[src/rtl/replay_recovery_ctrl.sv]
module replay_recovery_ctrl #(
  parameter int unsigned NERR       = 4,
  parameter int unsigned PCW        = 16,
  parameter int unsigned STAB       = 2,
  parameter int unsigned FLUSH_LEN  = 2,
  parameter int unsigned FAIL_LIMIT = 2,
  parameter int unsigned RESET_PC   = 'h100
) (
  input  logic            clk,
  input  logic            rst_n,
  input  logic [NERR-1:0] err_in,
  input  logic            commit_valid,
  input  logic [PCW-1:0]  commit_pc,
  output logic            flush,
  output logic            restore,
  output logic [PCW-1:0]  restart_pc,
  output logic            ckpt_we,
  output logic [PCW-1:0]  ckpt_wpc,
  output logic            half_speed,
  output logic            in_replay
);

  localparam int unsigned CW = $clog2(FAIL_LIMIT + 1);
  localparam int unsigned FW = (FLUSH_LEN > 1) ? $clog2(FLUSH_LEN) : 1;

  typedef enum logic [1:0] {S_RUN, S_FLUSH, S_RESTORE, S_REPLAY} st_t;

  st_t             st;
  logic [NERR-1:0] sy1, sy2;
  logic [STAB-1:0] pv;
  logic [PCW-1:0]  ppc [STAB];
  logic [CW-1:0]   fails;
  logic [FW-1:0]   fcnt;
  logic [PCW-1:0]  ckpt;

  wire err_det   = |sy2;
  wire accepting = (st == S_RUN) || (st == S_REPLAY);
  wire take      = accepting && !err_det;
  wire [CW-1:0] fails_nx = (fails == CW'(FAIL_LIMIT)) ? fails : fails + CW'(1);

  assign flush      = (st == S_FLUSH);
  assign restore    = (st == S_RESTORE);
  assign in_replay  = (st == S_REPLAY);
  assign ckpt_we    = take && pv[STAB-1];
  assign ckpt_wpc   = ppc[STAB-1];
  assign restart_pc = ckpt;

  always_ff @(posedge clk or negedge rst_n) begin
    if (!rst_n) begin
      sy1 <= '0;
      sy2 <= '0;
    end else begin
      sy1 <= err_in;
      sy2 <= sy1;
    end
  end

  always_ff @(posedge clk or negedge rst_n) begin
    if (!rst_n) begin
      pv <= '0;
    end else if (!take) begin
      pv <= '0;
    end else begin
      pv[0] <= commit_valid;
      for (int i = 1; i < int'(STAB); i++) pv[i] <= pv[i-1];
    end
  end

  always_ff @(posedge clk) begin
    ppc[0] <= commit_pc;
    for (int i = 1; i < int'(STAB); i++) ppc[i] <= ppc[i-1];
  end

  always_ff @(posedge clk or negedge rst_n) begin
    if (!rst_n) begin
      st         <= S_RUN;
      fcnt       <= '0;
      fails      <= '0;
      half_speed <= 1'b0;
      ckpt       <= PCW'(RESET_PC);
    end else begin
      case (st)
        S_RUN, S_REPLAY: begin
          if (err_det) begin
            st         <= S_FLUSH;
            fcnt       <= '0;
            fails      <= fails_nx;
            half_speed <= (fails_nx == CW'(FAIL_LIMIT));
          end else if (ckpt_we) begin
            ckpt       <= ckpt_wpc;
            fails      <= '0;
            half_speed <= 1'b0;
            st         <= S_RUN;
          end
        end
        S_FLUSH: begin
          if (fcnt == FW'(FLUSH_LEN - 1)) st <= S_RESTORE;
          else fcnt <= fcnt + FW'(1);
        end
        S_RESTORE: st <= S_REPLAY;
        default:   st <= S_RUN;
      endcase
    end
  end

endmodule

[config.mk]
export PLATFORM = sky130hd
export DESIGN_NAME = replay_recovery_ctrl
export DESIGN_NICKNAME = d
export VERILOG_FILES = /design/src/rtl/replay_recovery_ctrl.sv
export SDC_FILE = /design/constraint.sdc
export NUM_CORES = 1
export LEC_CHECK = 0
export BUFFER_PORTS_ARGS = -buffer_cell sky130_fd_sc_hd__buf_4
export CAP_MARGIN = 15
export CORE_ASPECT_RATIO = 1.2
export CORE_MARGIN = 8
export CORE_UTILIZATION = 30
export DETAILED_ROUTE_END_ITERATION = 6
export PLACE_DENSITY = 0.58
export SLEW_MARGIN = 10
export SYNTH_ARGS = -nofsm -noshare
export SYNTH_HDL_FRONTEND = slang
export SYNTH_SLANG_ARGS = --single-unit
[constraint.sdc]
create_clock -name clk -period 1.8 [get_ports clk]
set_input_delay 0.27 -clock clk [delete_from_list [all_inputs] [get_ports clk]]
set_output_delay 0.27 -clock clk [all_outputs]
set_load 0.03 [all_outputs]
== After elaboration in Yosys (flattened, before gate mapping) ==
Memory sizes are Yosys's and may differ from the RTL's.
Index checks and enable logic that the tools add are counted.

* Bits in registers: 32
* Bits in writable memories: 32
* Input port bits: 23
* Output and inout port bits: 37
* Word-level logic and storage cells: 45
* Memories kept: 1

{| class="wikitable"
|+ Memories
! memory !! words !! bits a word !! rd ports !! clocked after memory_dff !! wr ports !! RTL line !! text
|-
| ppc || 2 || 16 || 2 || 0 || 2 || 31 || <nowiki>logic [PCW-1:0] ppc [STAB];</nowiki>
|}

* Add/subtract/negate cells: 2
* Eq/ne operators: 8
* Mux-type cells: 12
* Bitwise gates (word level): 1
* Reductions and logical operators: 13

{| class="wikitable"
|+ Operators with widths
! kind !! number
|-
| $mux W2 || 6
|-
| $eq A2 B2 Y1 const B || 4
|-
| $pmux W2 S3 || 1
|-
| $reduce_and A2 Y1 || 3
|-
| $mux W1 || 4
|-
| $reduce_bool A2 Y1 || 2
|-
| $reduce_or A4 Y1 || 1
|-
| $ne A3 B3 Y1 const B || 1
|-
| $reduce_and A3 Y1 || 1
|-
| $add A2 B1 Y2 const B || 1
|-
| $eq A2 B1 Y1 const B || 1
|-
| $logic_and A1 B1 Y1 || 2
|-
| $logic_not A2 Y1 || 1
|-
| $ne A2 B1 Y1 const B || 1
|-
| $ne A2 B2 Y1 const B || 1
|-
| $pmux W1 S2 || 1
|-
| $reduce_or A2 Y1 || 1
|-
| $add A1 B1 Y1 const B || 1
|-
| $logic_not A1 Y1 || 1
|-
| $logic_or A1 B1 Y1 || 1
|-
| $not A1 Y1 || 1
|}

== Logic depth before layout (Yosys ltp) ==
Gate-level depths: netlist of the first run.

* Depth in word-level cells: 7
* Gate-level depth with buffers: 7

== Worst setup path after synthesis of the first run ==
Ideal clock, no wire load.

* Path type: register to register
* Start: reg st[0]
* End: reg ckpt[10] (netlist: restart_pc[10])
* Library setup time: 0.125 ns
* Data arrival time: 1.588 ns
* Required time: 1.675 ns
* Path slack: 0.087 ns
* Stages on the path, launching flop included: 8
* Buffers on the path: 3
* Period minus slack after synthesis: 1.713 ns
* Cell sequence: dfrtp_1 -> inv_1 -> ha_1 -> clkbuf_2 -> and3_1 -> buf_6 -> buf_12 -> mux2_4

* Word-level cells in the longest chain between the ends: 5
* Elaborated cells on any way between the ends: 7

{| class="wikitable"
|+ RTL lines
! item !! RTL line !! text
|-
| start: declaration || 28 || <nowiki>st_t st;</nowiki>
|-
| start signal: assignment || 76 || <nowiki>st <= S_RUN;</nowiki>
|-
| start signal: assignment || 85 || <nowiki>st <= S_FLUSH;</nowiki>
|-
| start signal: assignment || 93 || <nowiki>st <= S_RUN;</nowiki>
|-
| $eq A2 B2 Y1 or $logic_not A2 Y1 (tied branches) || 37 || <nowiki>wire accepting = (st == S_RUN) || (st == S_REPLAY);</nowiki>
|-
| $logic_or A1 B1 Y1 (*) || 37 ||
|-
| $logic_and A1 B1 Y1 (*) || 38 || <nowiki>wire take = accepting && !err_det;</nowiki>
|-
| $logic_and A1 B1 Y1 (*) || 44 || <nowiki>assign ckpt_we = take && pv[STAB-1];</nowiki>
|-
| net ckpt_we || 17 || <nowiki>output logic ckpt_we,</nowiki>
|-
| $reduce_and A3 Y1 (no line) (*) || -- ||
|-
| end signal: assignment || 80 || <nowiki>ckpt <= PCW'(RESET_PC);</nowiki>
|-
| end signal: assignment || 90 || <nowiki>ckpt <= ckpt_wpc;</nowiki>
|-
| end: declaration || 34 || <nowiki>logic [PCW-1:0] ckpt;</nowiki>
|}

Mark *: on every way through the listed nets, which the timed path passes. The rest lies on a longest branch.
A chain may end at the register's enable or synchronous reset.

== Worst setup path after layout of the first run ==
* Start: reg sy2[0]
* End: out ckpt_we

* Word-level cells in the longest chain between the ends: 4

{| class="wikitable"
|+ RTL lines
! item !! RTL line !! text
|-
| start: declaration || 29 || <nowiki>logic [NERR-1:0] sy1, sy2;</nowiki>
|-
| start signal: assignment || 54 || <nowiki>sy2 <= sy1;</nowiki>
|-
| $reduce_or A4 Y1 || 36 || <nowiki>wire err_det = |sy2;</nowiki>
|-
| $logic_not A1 Y1 || 38 ||
|-
| $logic_and A1 B1 Y1 || 38 ||
|-
| $logic_and A1 B1 Y1 || 44 ||
|-
| end: declaration || 17 ||
|}

Every way passes these cells.

==> key figures, run 1 <==
Synthesis
  – Syn nets: 154
  – Adder-Cell Fraction of Synth Area: under 10%
  – Async SR Flop Fraction: about half
  – Largest cells by area after synthesis: dfrtp_1 (38%), dfxtp_1 (32%), mux2_4 (6.8%)
  – Seq/Total Area, Yosys: 71.2%
  – Post-synthesis simple-gate area fraction: approximately 4%
  – Most frequent cells after synthesis: dfxtp_1 (32), dfrtp_1 (30), buf_4 (16)
  – Mux share of post-synthesis cell area: 11.2%
  – Ys Warns: 0
  – Synth Area in Compound Gates: 2.32%
  – EDFF count, synth: 0
  – Synth Area in XOR/XNOR: 0%
  – Top cell type's share of synthesized area: 37.7%
  – Largest family of logic cells by synthesized area: multiplexers
  – Most instantiated library cell after synthesis: dfxtp_1
  – Gate count of the mapped netlist: 127
  – Post-synth top flop: dfxtp_1
  – Netlist cell types: 25
  – Cell Area, Synth: around 2000 um^2
  – Synth area leader: dfrtp_1
  – Mean Syn Cell Area: 15.7 um^2
  – Yosys reg bits: between 60 and 70

Die
  – CORE AREA: roughly 6400 um^2
  – Die Height: approximately 110 um
  – Num ports: 60
  – Die ar.: 9510 um^2
  – Die width: between 90 and 100 um
  – Initial Util: 30.9%
  – Row cnt: 32

Routing
  – Post-DR vias/cell: 4.00
  – DRT Pass-1 Iters: 3
  – Drc violations: 0
  – Final WL: around 3600 um
  – Vias post-DR: 1105
  – Initial drt markers: 36
  – Routed WL per cell: 13.2 um
  – Post-route ant nets: 0

Setup path
  – CP startpoint: sy2[0]
  – Worst setup SP type: flip-flop
  – Kind of critical path: reg -> out
  – Worst-path fanout max: 3
  – Required @ worst endpoint: 1.53 ns
  – Critical R2R Launch: sy2[0]
  – Critical path data arrival time: 1.46 ns
  – Critical Path End Type: output port

Cells and area
  – Layout cells sized above 1: 53.4%
  – # diodes: 0
  – Area growth syn-to-layout: 33.8%
  – Final #Nets: 213

Outcome
  – Status: finished clean

Hold path
  – Worst min path class: in -> reg
  – Hold_sp: commit_pc[12]

GRT
  – All-Layer GR Usage: around 8.3%
  – Largest net degree at the start of global routing: 32
  – First-pass GRT wire length: 6000 um
  – Antenna violations before repair: 0
  – Vias in the first global route: ~1.2k
  – GRT overflow: 0

Timing
  – Final worst path period need: 1.73 ns
  – Crit path setup slack, layout: 0.0714 ns
  – Worst-Margin Slew: 0.402 ns
  – Final hold violation count: 0
  – RSZ-0062 raised after global routing: false
  – Hold WS: between 0.04 and 0.05 ns
  – Post-route clock period utilization: 96.0%
  – Post-Route Skew: 0.00841 ns
  – Max transition margin: 73.2%
  – F_max: just under 0.6 GHz
  – Setup TNS: 0 ns
  – Setup violators final: 0
  – Max-slew violations: 0

Power
  – Peak VDD IR: 676 uV
  – Static Leak: roughly 1.3 nW
  – Power Dens Cells: 1270 nW/um^2

Place
  – Pre-CTS WS: roughly 0.25 ns
  – Hpwl dp: 2630 um
  – Buffers on Ports: just under 60
  – RePlAce Congestion: around 0.66

Clocking
  – Clk buf depth: 2
  – CTS Buf Count: 9
  – H-Tree Depth: 3
  – Worst-path clk slew: approximately 0.060 ns
  – Root Driver: clkbuf_8
  – Worst-Skew Late Latency: 0.33 ns
  – CTS Sinks: 63
  – CTS tree: done

Run
  – Max-cap violations: 0
-- registers in the layout (all words and copies together), names as in the netlist --
signal      cells
ppc            32
half_speed      1
restart_pc     16
st              2
sy1             4
fcnt            1
pv              2
sy2             4
fails           1
-- path summary, 6_finish.rpt --
kind	slack, ns	cells after the start	endpoint
worst max-delay path	0.07	4	ckpt_we
worst min-delay path	0.04	1	ppc[0][12]
worst max register to register	0.14	5	restart_pc[14]
worst min register to register	0.33	0	ppc[0][29]
max in group asynchronous	1.06	2	restart_pc[8]
min in group asynchronous	0.41	2	restart_pc[0]
-- report_power, final --
part	leakage, nW	internal (mW)	total [mW]	switching [mW]
combinational	0.531	0.319	0.712	0.393
clock	0.0910	0.616	1.10	0.485
sequential	0.670	1.52	1.57	0.0547
total	1.29	2.45	3.38	0.932
-- placed cells by master (no fill, tap or decap) --
cell / instances
nor4_4: 1
buf_4: 64
o21ai_0: 2
buf_8: 1
and3_4: 1
or4_2: 1
dfxtp_1: 32
mux2i_1: 1
mux2_2: 7
dfstp_2: 1
a21oi_1: 2
a31oi_1: 1
buf_12: 1
nand3_1: 2
o22ai_1: 2
and3_2: 2
dfrtp_1: 30
nand2_1: 2
nor2b_1: 1
mux2_4: 9
ha_4: 1
inv_1: 4
inv_2: 1
ha_1: 3
clkbuf_1: 4
clkbuf_8: 12
a21boi_0: 1
dlygate4sd3_1: 1
nor2_1: 1
-- worst max-delay path: stages (launching register included) --
cell	delay, ns
dfrtp_1	0.40
nor4_4	0.29
and3_4	0.23
buf_12	0.10
buf_8	0.11
-- what timing repair did --
| action | in CTS | in global routing |
|---|---|---|
| endpoints found under the hold margin | 30 | 0 |
| pin swaps | 0 | 2 |
| resized for setup | 0 | 5 |
| setup endpoints to repair | 1 | 1 |
| setup buffers | 4 | 0 |
| hold buffers | 1 | 0 |
-- layout make-up --
cell class	instances	area [um^2]
Fill cell	596	3780
Sequential cell	63	1420
Timing Repair Buffer	67	526
Multi-Input combinational cell	40	417
Clock buffer	16	180
Tap cell	85	106
Inverter	5	18.8
-- cell families after synthesis --
family	Yosys count
multiplexers	17
AND/OR/NAND/NOR	11
AO/OA/AOI/OAI	8
flip-flops	63
adder cells (fa/ha/maj)	4
buffers and inverters	24
-- routing by layer --
metal  up-vias  part of all wire (%)  track usage, %  wire [um]
met4         0                   1.8            4.29         65
li1        523                     -               -          -
met3         7                   8.1            4.97        295
met1       533                    43            9.24       1560
met2        42                    47            12.3       1720
met5         -                     0               0          0
-- through the flow --
stage	utilization (%)	instance area [um^2]	total power, mW	instances
6_report	41.3	2670	3.38	276
5_1_grt	41.3	2670	3.61	276
4_1_cts	41.0	2640	3.40	276
3_5_place_dp	37.5	2420	2.27	255
3_3_place_gp	37.5	2420	2.24	255
2_1_floorplan	-	1990	2.05	127
Power figures use the tool's default switching activity.
==> run 2, diff against run 1 <==
Settings changed: CORE_UTILIZATION 30 to 25, PLACE_DENSITY 0.58 to 0.52.
==> run 2 against run 1 <==
Compared with the run above: worst hold slack got worse by 0.0035 ns; die area increased by 17%; total power decreased by 4.8%; utilization decreased by 7.2 points.
==> key figures, run 2 (same netlist as run 1, synthesis figures left out) <==
Power
  – Peak VDD IR: 740 uV
  – Switching share of total power: 28.3%
  – P_sw: slightly above 900 uW
  – Seq pwr share: 48.9%
  – Clock power share: 30.0%
  – Post-layout power: 3.22 mW
  – Static Leak: 1.28 nW
  – Power Dens Cells: 1220 nW/um^2
  – Comb power frac: 21.1%
  – Internal power: 2.31 mW

Timing
  – F_max: 0.575 GHz
  – Crit path setup slack, layout: 0.0614 ns
  – Setup violators final: 0
  – Max transition margin: approximately 73%
  – Post-route clock period utilization: 96.6%
  – Max-slew violations: 0
  – Hold WS: 0.0370 ns
  – Final hold violation count: 0
  – Final worst path period need: approximately 1.7 ns
  – Post-Route Skew: 0.0117 ns
  – Worst-Margin Slew: 0.403 ns

Place
  – RePlAce Congestion: 0.679
  – Hpwl dp: 2670 um
  – Dpl cell area: 2430 um^2
  – Buffers on Ports: slightly below 60
  – Pre-CTS WS: 0.231 ns
  – Inst Count DP: roughly 260

Setup path
  – Slowest CP cell: dfrtp_1
  – Worst setup SP type: flip-flop
  – Kind of critical path: reg -> out
  – Critical path data arrival time: 1.47 ns
  – Critical Path End Type: output port
  – Worst-path fanout max: 3
  – CP max stage delay: between 0.4 and 0.5 ns
  – Critical path, cell by cell: nor4_4 > and3_4 > buf_12 > buf_6
  – Required @ worst endpoint: 1.53 ns

Routing
  – Vias post-DR: around 1.1k
  – Initial drt markers: 37
  – Post-DR vias/cell: 3.90
  – Post-route ant nets: 0
  – DRT Pass-1 Iters: 2
  – Drc violations: 0
  – Routed WL per cell: 13.3 um
  – Final WL: ~3800 um

GRT
  – Antenna violations before repair: 0
  – Largest net degree at the start of global routing: 32
  – Vias in the first global route: 1206
  – All-Layer GR Usage: ~7%
  – First-pass GRT wire length: slightly above 6000 um
  – GRT overflow: 0

Cells and area
  – # diodes: 0
  – Most common cell after layout, fill and taps aside: buf_4
  – Post-route insts no fill: 282
  – Layout cells sized above 1: between 50% and 60%
  – Register area: between 1000 and 1500 um^2
  – Max FFs per register: 32
  – Most frequent cells in the layout: buf_4 (63), dfxtp_1 (32), dfrtp_1 (30)
  – Final instance area: roughly 2600 um^2
  – Final #Nets: 212
  – Multi-input logic area: 417 um^2
  – Top reg by flops: ppc
  – Fillers: 779
  – Area growth syn-to-layout: 32.3%

Run
  – Max-cap violations: 0

Clocking
  – Root Driver: clkbuf_8
  – H-Tree Depth: 3
  – Clk buf depth: 2
  – CTS tree: done
  – CTS Sinks: between 60 and 70
  – Worst-Skew Late Latency: 0.33 ns
  – CTS Buf Count: 9
  – Worst-path clk slew: approximately 0.070 ns

Die
  – Die ar.: approximately 11000 um^2
  – Die Height: 114 um
  – Initial Util: 25.8%
  – CORE AREA: about 7700 um^2
  – Die width: 97.5 um
  – Row cnt: 35
  – Num ports: 60

Hold path
  – Worst min path class: in -> reg

Outcome
  – Status: finished clean
run 2: cell types whose count changed in the layout (fill, tap and decap cells not counted):
cell	previous run	this run
inv_1	4	5
clkbuf_8	12	9
buf_8	1	0
clkinv_2	0	2
buf_4	64	63
buf_6	0	1
clkbuf_1	4	5
inv_2	1	0
run 2: power by group through the flow:
stage | registers, mW | logic [mW] | clock network [mW]
2_1_floorplan | 1.61 | 0.437 | 0
3_3_place_gp | 1.60 | 0.653 | 0
3_5_place_dp | 1.60 | 0.662 | 0
4_1_cts | 1.57 | 0.671 | 1.01
6_report | 1.58 | 0.680 | 0.966
5_1_grt | 1.59 | 0.762 | 1.09
run 2: layout make-up:
type | count | area share, %
clock buffer | 14 | 5.41
sequential | 63 | 53.8
multi-input combinational | 40 | 15.8
clock inverter | 2 | 0.380
inverter | 5 | 0.712
timing repair buffer | 66 | 19.5
tap | 92 | 4.37
run 2: worst paths after layout:
path / startpoint / end / slack [ns] / depth (start not counted)
worst max-delay path: sy2[2] / ckpt_we / 0.06 / 4
worst min-delay path: commit_pc[13] / ppc[0][13] / 0.04 / 1
worst max register to register: sy2[2] / restart_pc[1] / 0.11 / 5
worst min register to register: ppc[0][0] / ppc[0][16] / 0.32 / 0
max in group asynchronous: rst_n / restart_pc[8] / 1.06 / 2
min in group asynchronous: rst_n / restart_pc[3] / 0.41 / 2
run 2: repair_timing:
action,CTS,global route
endpoints found under the hold margin,30,0
hold buffers,1,0
endpoints found under the setup margin,1,1
pin swaps,0,1
gates resized for setup,2,1
buffers inserted,2,1
run 2: worst max-delay path, delay by kind of cell (launching register included):
kind	cells	cell delay, ns
simple gates	2	0.51
buf+inv	2	0.22
flops	1	0.41
run 2: layer usage:
metal	track usage, %	vias up	wire length [um]
li1	-	521	-
met1	8.87	520	1760
met2	8.40	53	1430
met3	5.62	6	513
met4	3.95	0	40
met5	0	-	0
run 2: per-stage QoR:
| step | util (%) | TNS (ns) |
|---|---|---|
| global placement | 31.5 | 0 |
| global route | 34.2 | -0.00843 |
| floorplan | - | 0 |
| detailed placement | 31.5 | 0 |
| CTS | 33.9 | 0 |
| finish | 34.2 | 0 |
